<file path="config.mk">
export PLATFORM = sky130hd
export DESIGN_NAME = av_quad_packer
export DESIGN_NICKNAME = d
export VERILOG_FILES = /design/src/rtl/av_pkt_pkg.sv /design/src/rtl/av_ready_gen.sv /design/src/rtl/av_lane_packer.sv /design/src/rtl/av_word_stage.sv /design/src/rtl/av_quad_packer.sv
export SDC_FILE = /design/constraint.sdc
export NUM_CORES = 1
export LEC_CHECK = 0
export BUFFER_PORTS_ARGS = -buffer_cell sky130_fd_sc_hd__buf_4
export CAP_MARGIN = 20
export CELL_PAD_IN_SITES_DETAIL_PLACEMENT = 0
export CELL_PAD_IN_SITES_GLOBAL_PLACEMENT = 1
export CORE_MARGIN = 2
export CORE_UTILIZATION = 30
export CTS_CLUSTER_DIAMETER = 40
export DETAILED_ROUTE_END_ITERATION = 10
export MAX_ROUTING_LAYER = met4
export PLACE_DENSITY_LB_ADDON = 0.1
export SYNTH_ARGS = -nofsm -noshare
export SYNTH_HDL_FRONTEND = slang
export SYNTH_SLANG_ARGS = --single-unit
</file>
<file path="constraint.sdc">
create_clock -name clk -period 4.8 [get_ports clk]
set_input_delay 0.96 -clock clk [delete_from_list [all_inputs] [get_ports clk]]
set_output_delay 0.96 -clock clk [all_outputs]
set_load 0.01 [all_outputs]
</file>
<file path="src/rtl/av_pkt_pkg.sv">
package av_pkt_pkg;

   typedef enum logic {
      ORDER_BE = 1'b0,
      ORDER_LE = 1'b1
   } byte_order_e;

   function automatic bit is_pow2(input int unsigned v);
      return (v != 0) && ((v & (v - 1)) == 0);
   endfunction

endpackage

</file>
<file path="src/rtl/av_ready_gen.sv">
module av_ready_gen #(
   parameter int unsigned FREE_W = 5,
   parameter int unsigned MARGIN = 2
) (
   input  logic              clk,
   input  logic              rst_n,
   input  logic [FREE_W-1:0] free_cnt,
   output logic              ready
);
   localparam logic [FREE_W-1:0] LIMIT = FREE_W'(MARGIN);

   logic ready_q;

   always_ff @(posedge clk) begin
      if (!rst_n) ready_q <= 1'b0;
      else        ready_q <= (free_cnt > LIMIT);
   end

   assign ready = ready_q;
endmodule

</file>
<file path="src/rtl/av_lane_packer.sv">
module av_lane_packer
   import av_pkt_pkg::*;
#(
   parameter int unsigned BYTE_W = 8,
   parameter int unsigned LANES  = 4,
   localparam int unsigned QUAD_W = BYTE_W * LANES,
   localparam int unsigned NB_W   = $clog2(LANES),
   localparam int unsigned WORD_W = QUAD_W + NB_W + 2
) (
   input  logic              clk,
   input  logic              rst_n,
   input  byte_order_e       order,
   input  logic [BYTE_W-1:0] data,
   input  logic              valid,
   input  logic              sop,
   input  logic              eop,
   output logic              flush_vld,
   output logic [WORD_W-1:0] flush_word,
   output logic              close_vld,
   output logic [WORD_W-1:0] close_word
);
   localparam logic [NB_W-1:0] LAST_LANE = NB_W'(LANES - 1);

   logic [NB_W-1:0]   cnt_q;
   logic [QUAD_W-1:0] acc_q;
   logic              head_q;

   logic              flush;
   logic [NB_W-1:0]   base_cnt;
   logic [QUAD_W-1:0] base_acc;
   logic              base_head;
   logic [NB_W-1:0]   slot;
   logic [NB_W-1:0]   cnt_inc;
   logic [QUAD_W-1:0] next_acc;
   logic              close;

   always_comb begin
      flush     = valid && sop && (cnt_q != '0);
      base_cnt  = flush ? '0 : cnt_q;
      base_acc  = flush ? '0 : acc_q;
      base_head = sop | head_q;
      slot      = (order == ORDER_LE) ? base_cnt : (LAST_LANE - base_cnt);
      cnt_inc   = base_cnt + NB_W'(1);
      close     = valid && ((base_cnt == LAST_LANE) || eop);
   end

   for (genvar g = 0; g < LANES; g++) begin : g_lane
      assign next_acc[g*BYTE_W +: BYTE_W] =
         (slot == NB_W'(g)) ? data : base_acc[g*BYTE_W +: BYTE_W];
   end

   assign flush_vld  = flush;
   assign flush_word = {head_q, 1'b1, cnt_q, acc_q};
   assign close_vld  = close;
   assign close_word = {base_head, eop, cnt_inc, next_acc};

   always_ff @(posedge clk) begin
      if (!rst_n) begin
         cnt_q  <= '0;
         acc_q  <= '0;
         head_q <= 1'b0;
      end else if (valid) begin
         if (close) begin
            cnt_q  <= '0;
            acc_q  <= '0;
            head_q <= 1'b0;
         end else begin
            cnt_q  <= cnt_inc;
            acc_q  <= next_acc;
            head_q <= base_head;
         end
      end
   end
endmodule

</file>
<file path="src/rtl/av_word_stage.sv">
module av_word_stage #(
   parameter int unsigned WORD_W = 36
) (
   input  logic              clk,
   input  logic              rst_n,
   input  logic              a_vld,
   input  logic [WORD_W-1:0] a_word,
   input  logic              b_vld,
   input  logic [WORD_W-1:0] b_word,
   output logic              out_vld,
   output logic [WORD_W-1:0] out_word
);
   logic              pend_vld_q, out_vld_q;
   logic [WORD_W-1:0] pend_q, out_q;

   logic              nx_out_vld, nx_pend_vld;
   logic [WORD_W-1:0] nx_out, nx_pend;
   logic [WORD_W-1:0] first_new;

   always_comb begin
      first_new = a_vld ? a_word : b_word;
      if (pend_vld_q) begin
         nx_out_vld  = 1'b1;
         nx_out      = pend_q;
         nx_pend_vld = a_vld | b_vld;
         nx_pend     = first_new;
      end else begin
         nx_out_vld  = a_vld | b_vld;
         nx_out      = first_new;
         nx_pend_vld = a_vld & b_vld;
         nx_pend     = b_word;
      end
   end

   always_ff @(posedge clk) begin
      if (!rst_n) begin
         pend_vld_q <= 1'b0;
         pend_q     <= '0;
         out_vld_q  <= 1'b0;
         out_q      <= '0;
      end else begin
         pend_vld_q <= nx_pend_vld;
         if (nx_pend_vld) pend_q <= nx_pend;
         out_vld_q  <= nx_out_vld;
         if (nx_out_vld) out_q <= nx_out;
      end
   end

   assign out_vld  = out_vld_q;
   assign out_word = out_q;
endmodule

</file>
<file path="src/rtl/av_quad_packer.sv">
module av_quad_packer
   import av_pkt_pkg::*;
#(
   parameter int unsigned BYTE_W       = 8,
   parameter int unsigned LANES        = 4,
   parameter int unsigned FREE_W       = 5,
   parameter int unsigned READY_MARGIN = 2,
   localparam int unsigned QUAD_W = BYTE_W * LANES,
   localparam int unsigned NB_W   = $clog2(LANES),
   localparam int unsigned WORD_W = QUAD_W + NB_W + 2
) (
   input  logic              clk,
   input  logic              rst_n,
   input  logic              strap_le,
   input  logic [BYTE_W-1:0] src_data,
   input  logic              src_valid,
   input  logic              src_sop,
   input  logic              src_eop,
   output logic              src_ready,
   input  logic [FREE_W-1:0] fifo_free,
   output logic              fifo_wr,
   output logic [QUAD_W-1:0] fifo_quad,
   output logic              fifo_sop,
   output logic              fifo_eop,
   output logic [NB_W-1:0]   fifo_nbytes
);
   if (!is_pow2(LANES) || LANES < 2) begin : g_bad_lanes
      $error("LANES must be a power of two, at least 2");
   end
   if (READY_MARGIN < 2 || READY_MARGIN >= (1 << FREE_W)) begin : g_bad_margin
      $error("READY_MARGIN must cover the in-flight byte and fit FREE_W");
   end

   byte_order_e       order_q;
   logic              flush_vld, close_vld, out_vld;
   logic [WORD_W-1:0] flush_word, close_word, out_word;

   always_ff @(posedge clk) begin
      if (!rst_n) order_q <= strap_le ? ORDER_LE : ORDER_BE;
   end

   av_ready_gen #(.FREE_W(FREE_W), .MARGIN(READY_MARGIN)) ready_i (
      .clk(clk), .rst_n(rst_n), .free_cnt(fifo_free), .ready(src_ready)
   );

   av_lane_packer #(.BYTE_W(BYTE_W), .LANES(LANES)) pack_i (
      .clk(clk), .rst_n(rst_n), .order(order_q),
      .data(src_data), .valid(src_valid), .sop(src_sop), .eop(src_eop),
      .flush_vld(flush_vld), .flush_word(flush_word),
      .close_vld(close_vld), .close_word(close_word)
   );

   av_word_stage #(.WORD_W(WORD_W)) stage_i (
      .clk(clk), .rst_n(rst_n),
      .a_vld(flush_vld), .a_word(flush_word),
      .b_vld(close_vld), .b_word(close_word),
      .out_vld(out_vld), .out_word(out_word)
   );

   assign fifo_wr     = out_vld;
   assign fifo_sop    = out_word[WORD_W-1];
   assign fifo_eop    = out_word[WORD_W-2];
   assign fifo_nbytes = out_word[QUAD_W +: NB_W];
   assign fifo_quad   = out_word[QUAD_W-1:0];
endmodule

</file>
==> results.toml <==
[outcome]
status = "finished, final reports clean"

[clock_network]
cts_hold_buf = 0
post_cts_buffers = 0
cts_buffers = 9
cts_tree = "yes"
cts.path.max_buffers = 2
cts-root-buf = "clkbuf_16"
path_clk_slew_ns = 0.07
clk_latency_ns = 0.37
cts_resized = 0
clock_sinks = 111
cts_max_level = 3

[floorplanning]
initial_core_util_pct = 30.8
die_h_microns = 132
coreArea_sq_mm = 0.0159
ios = 57
rows = 46
die_w_microns = 132
dieArea_sq_mm = 0.0174

[place]
port-buffer-count = 56
place.gp.congestion = 0.850
dp_hpwl_microns = 11400
place_worst_setup_slack_ns = 1.02

[yosys]
netlist_instances = 553
syn_avg_cell_area_sq_um = 8.87
synth_nets = 574
yosysSeqAreaShare_pct = 45.5
synth_edf_count = 1
yosysWarnings = 0
ys.flop_type = "dfxtp_1"
ys_types = 58
syn-cell-area_sq_mm = 0.00491
postSynth.asyncResetShare_pct = 0
ys_ff_latch = 111

[setup_path]
worstPathRequired_ns = 5.07
startpoint_type = "input pin"
arrival_ns = 3.69
critical_path.cell_chain = "buf_4, o211ai_4, ha_1, ha_1, o21ai_2, buf_4, a21boi_2, or2_0, nand3_1, o21ai_0"
critPathSlowestCell = "nand3_1"
endpoint_kind = "flop"
crit_type = "in2reg"
max_stage_delay_ns = 0.43
path_max_fanout = 32

[route]
viasPerCell = 5.67
drt_first_pass_iters = 5
drtIter0Drc = 467
wl_per_cell_microns = 22.1
wl_microns = 17700
vias = 4550
ant_nets = 0
drc = 0

[global_routing]
grt_pass1_wl_microns = 27500
grt_usage_pct = 21.2
grt_start_max_net_pins = 61
globalRouteOverflowTotal = 0
antenna_found_initial = 0
grt_pass1_vias = 4323

[run]
maxCapViolations = 0

[layout]
layout_commonest_cell = "dfxtp_1"
multi_input_area_sq_mm = 0.00245
antenna_cells = 0
drive_above_1_share_pct = 16.5
regArea_sq_mm = 0.00223
area_growth_pct = 17.4
fill_cells = 1651
mostFrequentLayoutCells = "dfxtp_1 (109), o21ai_0 (79), nand2_1 (73)"
final_nets = 603

[sta]
relSlewSlack_pct = 33.2
final.setup.tns_ns = 0
hold_violations = 0
setup_violations = 0
fmax_mhz = 293
holdWs_ns = 0.447
rsz0062_at_grt = "no"
fin_crit_ns = 3.42
fin_crit_sh_pct = 71.2
maxSlewViolCount = 0
fin_ws_ns = 1.38
fin_skew_ns = 0.0144
tightest_slew_ns = 0.995

[pwr]
p_per_area_mw_per_mm2 = 337
leakagePower_nw = 2.12
worst_ir_drop_vdd_mv = 0.204

[hold_path]
worst_hold_path_type = "reg2reg"
==> synthesized netlist by cell type (all sizes together), types with 3 or more instances <==
library cell  instances  area, sq um
inv                   6         22.5
buf                  26          145
o221ai                4         35.0
nand2                74          280
and2                  3         18.8
a22o                 36          315
nor2                 23         93.8
clkbuf               19         72.6
a22oi                18          135
mux2i                 8         96.3
a221o                 9         90.1
a32oi                28          245
nand3                38          190
nor3                  4         36.3
a21oi                13         65.1
nand2b                4         25.0
dfxtp               110         2200
a21o                  7         52.6
nor3b                 5         37.5
o21ai                87          439
==> sequential cells by signal (all words and copies together), names as in the netlist <==
name                count
pack_i.cnt_q            2
stage_i.out_word       36
pack_i.acc_q           32
stage_i.out_vld         1
pack_i.head_q           1
order_q                 1
stage_i.pend_vld_q      1
ready_i.ready           1
stage_i.pend_q         36
==> kinds of logic after synthesis <==
logic type | after synthesis | share of synthesized area (%)
multiplexers | 9 | 2.19
AND/OR/NAND/NOR | 156 | 14.6
buffers and inverters | 51 | 4.90
adder cells (fa/ha/maj) | 2 | 0.510
flip-flops | 111 | 45.5
AO/OA/AOI/OAI | 223 | 32.2
XOR/XNOR | 1 | 0.179
==> worst paths after layout <==
kind / start / endpoint / slack (ns) / cells after the start
worst min-delay path: stage_i.pend_q[25] / stage_i.pend_q[25] / 0.45 / 2
worst min register to register: stage_i.pend_q[25] / stage_i.pend_q[25] / 0.45 / 2
worst max register to register: pack_i.cnt_q[1] / stage_i.pend_q[14] / 1.60 / 9
worst max-delay path: src_valid / stage_i.pend_q[14] / 1.38 / 10
==> critical path: cells and delay by family <==
family	cells	cell delay, ns
simple gates	2	0.82
buf+inv	2	0.45
fa+ha+maj	2	0.69
compound gates	4	0.75
==> power breakdown <==
part           internal, mW  total (mW)  switching [mW]
combinational        0.0598       0.190           0.130
clock                 0.433       0.792           0.358
sequential            0.942       0.959          0.0170
==> routing by layer <==
layer	vias up	wire (microns)	GRT usage (%)
li1	2137	-	-
met3	22	1070	4.31
met2	164	7780	30.4
met4	0	264	5.25
met1	2227	8610	30.3
met5	-	0	-
==> metrics by stage <==
stage                     power (mW)  utilization (%)  area, sq um  cells
final                           1.94             36.1         5760    803
after floorplan                 1.09                -         4910    553
after global routing            2.01             36.1         5760    803
after global placement          1.17             34.2         5450    787
after detailed placement        1.17             34.2         5450    787
after CTS                       1.96             36.1         5760    803
==> layout make-up <==
class	count	share of cell area, %
clock buffer	11	4.39
tap	216	4.69
clock inverter	5	0.934
timing repair buffer	63	8.21
sequential	111	38.8
multi-input combinational	391	42.6
inverter	6	0.391
Power figures use the tool's default switching activity.
